`src/rtl/brk_pkg.sv`:
```
package brk_pkg;
  typedef enum logic [1:0] {
    ST_IDLE = 2'd0,
    ST_PEND = 2'd1,
    ST_ACT  = 2'd2
  } brk_state_e;
endpackage

```
`src/rtl/brk_regs.sv`:
```
module brk_regs #(
  parameter int AW  = 16,
  parameter int DW  = 8,
  parameter int RAW = 2
) (
  input  logic           clk_i,
  input  logic           rst_ni,
  input  logic           we_i,
  input  logic [RAW-1:0] addr_i,
  input  logic [DW-1:0]  wdata_i,
  input  logic           flag_i,
  output logic [DW-1:0]  rdata_o,
  output logic [AW-1:0]  brk_addr_o,
  output logic           en_o,
  output logic           bcfe_o,
  output logic           sw_set_o,
  output logic           sw_clr_o
);
  localparam int NB = AW / DW;
  localparam logic [RAW-1:0] CTRL_OFS = RAW'(NB);
  localparam logic [RAW-1:0] FCTL_OFS = RAW'(NB + 1);

  logic [AW-1:0] addr_q;
  logic          en_q, bcfe_q;

  // offset 0 is the most significant byte
  for (genvar b = 0; b < NB; b++) begin : g_byte
    always_ff @(posedge clk_i or negedge rst_ni) begin
      if (!rst_ni)                                  addr_q[b*DW +: DW] <= '0;
      else if (we_i && addr_i == RAW'(NB - 1 - b)) addr_q[b*DW +: DW] <= wdata_i;
    end
  end

  always_ff @(posedge clk_i or negedge rst_ni) begin
    if (!rst_ni) begin
      en_q   <= 1'b0;
      bcfe_q <= 1'b0;
    end else if (we_i) begin
      if (addr_i == CTRL_OFS) en_q   <= wdata_i[DW-1];
      if (addr_i == FCTL_OFS) bcfe_q <= wdata_i[DW-1];
    end
  end

  always_comb begin
    rdata_o = '0;
    for (int i = 0; i < NB; i++)
      if (addr_i == RAW'(i)) rdata_o = addr_q[(NB-1-i)*DW +: DW];
    if (addr_i == CTRL_OFS) begin
      rdata_o[DW-1] = en_q;
      rdata_o[DW-2] = flag_i;
    end
    if (addr_i == FCTL_OFS) rdata_o[DW-1] = bcfe_q;
  end

  assign sw_set_o   = we_i && addr_i == CTRL_OFS &&  wdata_i[DW-2];
  assign sw_clr_o   = we_i && addr_i == CTRL_OFS && !wdata_i[DW-2];
  assign brk_addr_o = addr_q;
  assign en_o       = en_q;
  assign bcfe_o     = bcfe_q;

  p_addr_hold_r2: assert property (@(posedge clk_i) disable iff (!rst_ni)
    !we_i |=> $stable(addr_q));
endmodule

```
`src/rtl/brk_match.sv`:
```
module brk_match #(
  parameter int AW = 16
) (
  input  logic [AW-1:0] cpu_addr_i,
  input  logic [AW-1:0] brk_addr_i,
  input  logic          opfetch_i,
  input  logic          en_i,
  output logic          hit_o
);
  assign hit_o = en_i && opfetch_i && (cpu_addr_i == brk_addr_i);
endmodule

```
`src/rtl/brk_fsm.sv`:
```
module brk_fsm
  import brk_pkg::*;
(
  input  logic clk_i,
  input  logic rst_ni,
  input  logic hit_i,
  input  logic sw_set_i,
  input  logic sw_clr_i,
  input  logic insn_done_i,
  input  logic rti_i,
  output logic swi_o,
  output logic pend_o,
  output logic active_o
);
  brk_state_e st_q, st_d;

  always_comb begin
    st_d = st_q;
    if (sw_clr_i) st_d = ST_IDLE;
    else begin
      unique case (st_q)
        ST_IDLE: if (hit_i || sw_set_i) st_d = ST_PEND;
        ST_PEND: if (insn_done_i)       st_d = ST_ACT;
        ST_ACT:  if (rti_i)             st_d = ST_IDLE;
        default:                        st_d = ST_IDLE;
      endcase
    end
  end

  always_ff @(posedge clk_i or negedge rst_ni) begin
    if (!rst_ni) st_q <= ST_IDLE;
    else         st_q <= st_d;
  end

  assign swi_o    = (st_q == ST_PEND) && insn_done_i && !sw_clr_i;
  assign pend_o   = (st_q == ST_PEND);
  assign active_o = (st_q == ST_ACT);

  p_match_pend_r3: assert property (@(posedge clk_i) disable iff (!rst_ni)
    (st_q == ST_IDLE && hit_i && !sw_clr_i) |=> pend_o);
  p_enter_r6: assert property (@(posedge clk_i) disable iff (!rst_ni)
    $rose(active_o) |-> $past(swi_o));
  p_rti_exit_r7: assert property (@(posedge clk_i) disable iff (!rst_ni)
    (active_o && rti_i) |=> !active_o && !pend_o);
  p_sw_clr_r8: assert property (@(posedge clk_i) disable iff (!rst_ni)
    sw_clr_i |=> !active_o && !pend_o);
  p_no_nest_r12: assert property (@(posedge clk_i) disable iff (!rst_ni)
    active_o |-> !swi_o);
  p_state_r12: assert property (@(posedge clk_i) disable iff (!rst_ni)
    $onehot0({pend_o, active_o}));
endmodule

```
`src/rtl/brk_ctrl.sv`:
```
module brk_ctrl #(
  parameter int          AW      = 16,
  parameter int          DW      = 8,
  parameter logic [15:0] NRM_VEC = 16'hFFFC,
  parameter logic [15:0] MON_VEC = 16'hFEFC
) (
  input  logic                         clk_i,
  input  logic                         rst_ni,
  input  logic                         reg_we_i,
  input  logic [$clog2(AW/DW+2)-1:0]   reg_addr_i,
  input  logic [DW-1:0]                reg_wdata_i,
  output logic [DW-1:0]                reg_rdata_o,
  input  logic [AW-1:0]                cpu_addr_i,
  input  logic                         opfetch_i,
  input  logic                         insn_done_i,
  input  logic                         rti_i,
  input  logic                         monitor_i,
  output logic                         swi_o,
  output logic                         brk_active_o,
  output logic [AW-1:0]                vec_addr_o,
  output logic                         cop_hold_o,
  output logic                         flag_clr_ok_o
);
  localparam int RAW = $clog2(AW / DW + 2);

  logic [AW-1:0] brk_addr;
  logic en, bcfe, sw_set, sw_clr, hit, pend, active;

  brk_regs #(.AW(AW), .DW(DW), .RAW(RAW)) u_regs (
    .clk_i, .rst_ni,
    .we_i(reg_we_i), .addr_i(reg_addr_i), .wdata_i(reg_wdata_i),
    .flag_i(pend || active), .rdata_o(reg_rdata_o),
    .brk_addr_o(brk_addr), .en_o(en), .bcfe_o(bcfe),
    .sw_set_o(sw_set), .sw_clr_o(sw_clr)
  );

  brk_match #(.AW(AW)) u_match (
    .cpu_addr_i, .brk_addr_i(brk_addr), .opfetch_i, .en_i(en), .hit_o(hit)
  );

  brk_fsm u_fsm (
    .clk_i, .rst_ni, .hit_i(hit), .sw_set_i(sw_set), .sw_clr_i(sw_clr),
    .insn_done_i, .rti_i, .swi_o, .pend_o(pend), .active_o(active)
  );

  assign brk_active_o  = active;
  assign cop_hold_o    = active;
  assign vec_addr_o    = monitor_i ? AW'(MON_VEC) : AW'(NRM_VEC);
  assign flag_clr_ok_o = !active || bcfe;

  p_data_nohit_r4: assert property (@(posedge clk_i) disable iff (!rst_ni)
    (!pend && !active && !opfetch_i && !reg_we_i) |=> !pend);
  p_flag_guard_r11: assert property (@(posedge clk_i) disable iff (!rst_ni)
    !flag_clr_ok_o |-> cop_hold_o);
endmodule

```
`config.mk`:
```
export PLATFORM = sky130hd
export DESIGN_NAME = brk_ctrl
export DESIGN_NICKNAME = d
export VERILOG_FILES = /design/src/rtl/brk_pkg.sv /design/src/rtl/brk_regs.sv /design/src/rtl/brk_match.sv /design/src/rtl/brk_fsm.sv /design/src/rtl/brk_ctrl.sv
export SDC_FILE = /design/constraint.sdc
export NUM_CORES = 1
export LEC_CHECK = 0
export CORE_MARGIN = 5
export CORE_UTILIZATION = 53
export CTS_BUF_LIST = sky130_fd_sc_hd__clkbuf_4 sky130_fd_sc_hd__clkbuf_8
export CTS_CLUSTER_SIZE = 30
export DETAILED_ROUTE_END_ITERATION = 8
export DONT_BUFFER_PORTS = 1
export GPL_TIMING_DRIVEN = 0
export PLACE_DENSITY_LB_ADDON = 0.3
export SLEW_MARGIN = 30
export SYNTH_ARGS = -nofsm -noshare
export SYNTH_HDL_FRONTEND = slang
export SYNTH_HIERARCHICAL = 1
export SYNTH_SLANG_ARGS = --single-unit
```
`constraint.sdc`:
```
create_clock -name clk_i -period 4.84 [get_ports clk_i]
set_input_delay 0.242 -clock clk_i [delete_from_list [all_inputs] [get_ports clk_i]]
set_output_delay 0.242 -clock clk_i [all_outputs]
set_load 0.05 [all_outputs]
```
=== Word-level counts from Yosys, hierarchy flattened ===
Cells that the tools add are included.

* Output and inout port bits: 28
* Input port bits: 33
* Bits in registers: 20
* Word-level logic and storage cells: 44

* Multiplexer cells: 10
* Eq/ne operators: 9
* Reductions and logical operators: 20

{| class="wikitable"
|+ Operator list
! kind !! count
|-
| 16-bit == test || 1
|-
| 8-bit two-way mux || 2
|-
| 2-bit two-way mux || 5
|-
| 1-bit logical AND || 9
|-
| 9-bit two-way mux || 1
|-
| 2-bit == test, second input constant || 3
|-
| 3-bit by 2-bit inequality test with 1-bit output, second input constant || 2
|-
| 2-bit case mux with 3 select lines || 1
|-
| 2-bit by 1-bit == test with 1-bit output, second input constant || 2
|-
| 2-bit logical NOT || 2
|-
| 2-bit AND reduction || 2
|-
| 1-bit logical NOT || 3
|-
| 1-bit logical OR || 3
|-
| 3-bit by 1-bit inequality test with 1-bit output, second input constant || 1
|-
| 3-bit AND reduction || 1
|-
| 1-bit two-way mux || 1
|}

=== Depth between registers and ports, before layout ===
* Depth in word-level cells: 7
* Gate-level depth with buffers: 6
* Depth with buffers taken out: 6

=== Hierarchy ===
The synthesis kept the hierarchy.

{| class="wikitable"
|+ Modules (own cells, without submodules)
! module !! times used !! area an instance (µm²) !! cells each !! seq. area each (µm²)
|-
| brk_regs || 1 || 854.6 || 61 || 450.4
|-
| brk_match || 1 || 183.9 || 22 || 0.0
|-
| brk_ctrl || 1 || 143.9 || 21 || 0.0
|-
| brk_fsm || 1 || 102.6 || 9 || 50.0
|}

=== Worst setup path before layout ===
No wires, ideal clock.

* Path type: reg-to-output
* From: register u_fsm.st_q[0]
* To: output port reg_rdata_o[6]
* Cell stages (with the launch flop): 5
* Buffers on the path: 0
* Arrival: 2.239 ns
* Data required time: 4.598 ns
* Setup slack: 2.359 ns
* Cells stage by stage: dfrtp_1 -> and2b_1 -> or2_1 -> mux2i_1 -> o21ai_0

* Word-level cells in the longest chain between the ends: 3
* Elaborated cells on any way between the ends: 4
* Classes of those cells: 2 x eq/ne; 1 x mux; 1 x reduce/logical

{| class="wikitable"
|+ Ends and longest elaborated chain
! element !! RTL line !! RTL
|-
| start: declaration || brk_fsm.sv:15 || <nowiki>brk_state_e st_q, st_d;</nowiki>
|-
| start signal: assignment || brk_fsm.sv:32 || <nowiki>else st_q <= st_d;</nowiki>
|-
| 2-bit == test || brk_fsm.sv:37 || <nowiki>assign active_o = (st_q == ST_ACT);</nowiki>
|-
| named net brk_active_o || brk_ctrl.sv:19 || <nowiki>output logic brk_active_o,</nowiki>
|-
| 1-bit logical OR || brk_ctrl.sv:32 || <nowiki>.flag_i(pend || active), .rdata_o(reg_rdata_o),</nowiki>
|-
| 2-bit two-way mux || brk_regs.sv:48 || <nowiki>if (addr_i == CTRL_OFS) begin</nowiki>
|-
| end: declaration || brk_ctrl.sv:12 || <nowiki>output logic [DW-1:0] reg_rdata_o,</nowiki>
|}

The timed path passes the listed nets, and every way through them passes these cells.

=== Worst setup path after layout ===
Ends and elaborated chain as after synthesis.

==> impl_metrics.prom <==
# TYPE chip_impl_metric gauge
chip_impl_info{name="status",value="complete, no violations"} 1
chip_impl_info{name="setup_repair_after_global_routing_missed_its_margin",value="no"} 1
chip_impl_metric{name="worst_slew_margin",unit=""} 0.354
chip_impl_metric{name="static-leakage-power",unit="nW"} 0.638
chip_impl_metric{name="netlist_instances",unit=""} 113
chip_impl_metric{name="r2r_slack",unit="ns"} 2.84
chip_impl_metric{name="drt_pass_1_iters",unit=""} 3
chip_impl_metric{name="totalWireLength",unit="mm"} 2.66
chip_impl_metric{name="global_route.usage.total",unit=""} 0.155
chip_impl_metric{name="seqCellArea",unit="sq um"} 500
chip_impl_metric{name="cp_data_required_time",unit="ns"} 4.60
chip_impl_metric{name="final_max_slew_viol_count",unit=""} 0
chip_impl_info{name="post_synth_most_frequent_cells",value="sky130_fd_sc_hd__dfrtp_1, sky130_fd_sc_hd__mux2_2, sky130_fd_sc_hd__buf_4"} 1
chip_impl_metric{name="clock-sinks",unit=""} 20
chip_impl_metric{name="post-route-drc-count",unit=""} 0
chip_impl_metric{name="path_clk_slew",unit="ns"} 0.10
chip_impl_metric{name="dpl_worst_slack",unit="ns"} 2.64
chip_impl_metric{name="floorplan.initialDensity",unit=""} 0.570
chip_impl_metric{name="min_delay_path_depth",unit=""} 1
chip_impl_metric{name="die_height",unit="microns"} 59.2
chip_impl_metric{name="grt_antenna_before_repair",unit=""} 0
chip_impl_info{name="critical_path_class",value="register to output pin"} 1
chip_impl_metric{name="die_w",unit="microns"} 59.2
chip_impl_metric{name="power.density_cell_area",unit="mW/mm^2"} 395
chip_impl_metric{name="synthSimpleGateAreaFrac",unit=""} 0.133
chip_impl_info{name="topRoutingLayerUsed",value="met4"} 1
chip_impl_metric{name="synthAdderAreaFrac",unit=""} 0
chip_impl_metric{name="worst-slew-pin-transition",unit="ns"} 0.962
chip_impl_metric{name="numPortBuffers",unit=""} 0
chip_impl_info{name="setup.worst_path.start_class",value="register"} 1
chip_impl_metric{name="synth.lib_cells_used.distinct",unit=""} 28
chip_impl_metric{name="area_delta_synth_final",unit="%"} 9.45
chip_impl_metric{name="detailroute.wirelength.met3",unit="microns"} 402
chip_impl_metric{name="vdd.ir_drop.worst",unit="mV"} 0.270
chip_impl_info{name="timing.critical_path.cells",value="and2b_1, or2_1, mux2i_1, o21ai_1"} 1
chip_impl_metric{name="achievable-frequency",unit="MHz"} 398
chip_impl_metric{name="clkPwrFrac",unit=""} 0.133
chip_impl_metric{name="routed-wl-met2",unit="mm"} 1.27
chip_impl_info{name="crit-reg2reg-launch",value="u_regs/brk_addr_o[2]$_DFFE_PN0P_"} 1
chip_impl_metric{name="net-switching-power",unit="W"} 0.000236
chip_impl_info{name="worstHoldPathType",value="input pin to register"} 1
chip_impl_metric{name="route.layer.met1.wl",unit="microns"} 976
chip_impl_metric{name="power_frac_seq",unit=""} 0.427
chip_impl_metric{name="row_count",unit=""} 17
chip_impl_metric{name="dpl.hpwl",unit="mm"} 2.15
chip_impl_info{name="synth_flop_cell",value="sky130_fd_sc_hd__dfrtp_1"} 1
chip_impl_metric{name="setup_viol",unit=""} 0
chip_impl_info{name="rr_endpoint",value="u_fsm/st_q[0]$_DFFE_PN0P_"} 1
chip_impl_info{name="synth_largest_area_cell",value="sky130_fd_sc_hd__dfrtp_1"} 1
chip_impl_metric{name="gp_congestion",unit=""} 0.808
chip_impl_metric{name="nets",unit=""} 166
chip_impl_info{name="cpMaxStageDelayCell",value="sky130_fd_sc_hd__o21ai_1"} 1
chip_impl_metric{name="pin_count_of_the_biggest_net_entering_global_routing",unit=""} 21
chip_impl_metric{name="viasPerCell",unit=""} 5.22
chip_impl_metric{name="path_max_fanout",unit=""} 5
chip_impl_metric{name="detail_route.iter0.violations",unit=""} 6
chip_impl_info{name="synth_most_common_cell",value="sky130_fd_sc_hd__dfrtp_1"} 1
chip_impl_info{name="tritoncts",value="yes"} 1
chip_impl_metric{name="hold_fails_final_rpt",unit=""} 0
chip_impl_metric{name="async_flop_share",unit=""} 1.00
chip_impl_metric{name="totalNegativeSetupSlack",unit="ns"} 0
chip_impl_metric{name="syn_area",unit="sq mm"} 0.00128
chip_impl_metric{name="power.switching_fraction",unit=""} 0.426
chip_impl_metric{name="synth-seq-area-share",unit=""} 0.389
chip_impl_metric{name="hold_ws",unit="ns"} 0.0478
chip_impl_metric{name="ys_seq_elements",unit=""} 20
chip_impl_metric{name="cts-htree-levels",unit=""} 1
chip_impl_metric{name="fp.coreArea",unit="sq mm"} 0.00225
chip_impl_metric{name="timing.max_cap.violations",unit=""} 0
chip_impl_metric{name="cts_buffer_depth",unit=""} 2
chip_impl_metric{name="pin_count",unit=""} 61
chip_impl_metric{name="dpl_cell_area",unit="sq mm"} 0.00137
chip_impl_metric{name="yosys_warnings",unit=""} 6
chip_impl_info{name="hold_end",value="u_fsm/st_q[0]$_DFFE_PN0P_"} 1
chip_impl_metric{name="finish.instance_area",unit="sq mm"} 0.00141
chip_impl_metric{name="final_core_util",unit=""} 0.624
chip_impl_metric{name="number_of_enable_flip_flop_cells_after_synthesis",unit=""} 0
chip_impl_metric{name="grt_pass1_wl",unit="mm"} 4.06
chip_impl_metric{name="fillers",unit=""} 216
chip_impl_metric{name="synth_compound_gate_area_share",unit=""} 0.0175
chip_impl_metric{name="layout_min_cycle_time",unit="ns"} 2.51
chip_impl_metric{name="muxShareOfSynthArea",unit=""} 0.233
chip_impl_metric{name="avgRoutedWirePerCell",unit="microns"} 16.7
chip_impl_metric{name="ant_nets",unit=""} 0
chip_impl_metric{name="multiInputGateArea",unit="sq um"} 689
chip_impl_metric{name="cp_data_arrival_time",unit="ns"} 2.27
chip_impl_metric{name="yosysTopAreaCellShare",unit=""} 0.389
chip_impl_metric{name="number_of_vias_after_detailed_routing",unit=""} 830
chip_impl_metric{name="clock_latency",unit="ns"} 0.29
chip_impl_metric{name="design.die.area",unit="sq mm"} 0.00351
chip_impl_info{name="holdCritStartpoint",value="insn_done_i"} 1
chip_impl_metric{name="drive_above_1_share",unit=""} 0.328
chip_impl_info{name="synth_area_leaders",value="sky130_fd_sc_hd__dfrtp_1, sky130_fd_sc_hd__mux2_2, sky130_fd_sc_hd__buf_4"} 1
chip_impl_metric{name="synth_xor_area_frac",unit=""} 0.109
chip_impl_metric{name="setup_ws",unit="ns"} 2.33
chip_impl_metric{name="post_synth.cell_area_avg",unit="sq um"} 11.4
chip_impl_metric{name="post-route-period-util",unit=""} 0.519
chip_impl_metric{name="numCtsBuffers",unit=""} 3
chip_impl_metric{name="number_of_global_route_vias_before_repair",unit=""} 879
chip_impl_info{name="cts_root_buffer",value="sky130_fd_sc_hd__clkbuf_4"} 1
chip_impl_metric{name="timing.critical_path.slowest_cell_delay",unit="ns"} 0.75
chip_impl_metric{name="worst_clock_skew",unit="ns"} 0.00183
chip_impl_metric{name="antenna_cells",unit=""} 0
chip_impl_metric{name="internal_power",unit="W"} 0.000319
chip_impl_metric{name="power.combinational.fraction",unit=""} 0.440
chip_impl_info{name="crit_path_end_kind",value="output pin"} 1
chip_impl_metric{name="timing.reg2reg.worst_path_depth",unit=""} 6
chip_impl_info{name="combinational_family_with_the_most_area_after_synthesis",value="multiplexers"} 1
chip_impl_metric{name="gr-total-overflow",unit=""} 0
routing by layer:
metal  up-vias  track usage
met2        45        0.251
met1       386        0.179
met4         0       0.0485
met3         2       0.0741
met5         -            0
li1        397            -
layout by cell type (no fill, tap or decap), drive strengths merged, types with 2 or more instances in the layout:
cell and count:
buf 19, clkbuf 3, conb 15, dfrtp 20
inv 2, mux2 18, mux2i 7, nand3 2
nand3b 3, nand4 3, nor2 9, xnor2 13
xor2 3
power by group through the flow:
| stage | Clock, W | Sequential [W] | Combinational (W) |
|---|---|---|---|
| finish | 0.0000737 | 0.000237 | 0.000244 |
| CTS | 0.0000792 | 0.000237 | 0.000246 |
| global placement | 0 | 0.000237 | 0.000237 |
| global route | 0.0000867 | 0.000242 | 0.000261 |
| detailed placement | 0 | 0.000241 | 0.000242 |
| floorplan | 0 | 0.000231 | 0.000224 |
worst max path at each step:
stage,start,slack (ns),endpoint,cells past startpoint
3_3_place_gp,u_fsm/st_q[0]$_DFFE_PN0P_,2.26,reg_rdata_o[6],4
5_1_grt,u_fsm/st_q[0]$_DFFE_PN0P_,2.22,reg_rdata_o[6],4
2_1_floorplan,u_fsm/st_q[0]$_DFFE_PN0P_,2.36,reg_rdata_o[6],4
4_1_cts,u_fsm/st_q[0]$_DFFE_PN0P_,2.29,reg_rdata_o[6],4
6_report,u_fsm/st_q[0]$_DFFE_PN0P_,2.33,reg_rdata_o[6],4
3_5_place_dp,u_fsm/st_q[0]$_DFFE_PN0P_,2.64,reg_rdata_o[6],4
what timing repair did:
action                     4_1_cts  5_1_grt
buffers inserted                 0        0
setup endpoints to repair        0        0
gates resized for setup          0        0
hold endpoints to repair        20       20
hold buffers                     1        1
worst max-delay path, delay by kind of cell, from the launching register on:
family	cells	cell delay, ns
compound gates	1	0.75
flops	1	0.42
mux	1	0.06
simple gates	2	0.75
cell type report:
cell class / instances / share of cell area
Buffer: 18 / 0.0970
Clock buffer: 3 / 0.0160
Inverter: 2 / 0.00534
Multi-Input combinational cell: 86 / 0.490
Sequential cell: 20 / 0.356
Tap cell: 28 / 0.0249
Timing Repair Buffer: 2 / 0.0107
per-stage QoR:
step	std cells	total power (W)
after floorplan	126	0.000456
after global placement	154	0.000474
after detailed placement	154	0.000483
after CTS	158	0.000563
after global routing	159	0.000590
final	159	0.000555
flip-flops by register name, indices dropped and copies added (netlist names):
| signal | flops |
|---|---|
| u_regs/en_o | 1 |
| u_fsm/st_q | 2 |
| u_regs/bcfe_o | 1 |
| u_regs/brk_addr_o | 16 |
cell families after synthesis:
logic type                count (synthesis)
other                                     2
muxes                                    26
xor gates and xnor gates                 16
AOI/OAI and AO/OA                         3
DFF                                      20
buffers and inverters                    20
and+or+nand+nor                          26
No activity file was read; power rests on OpenSTA's default activity.
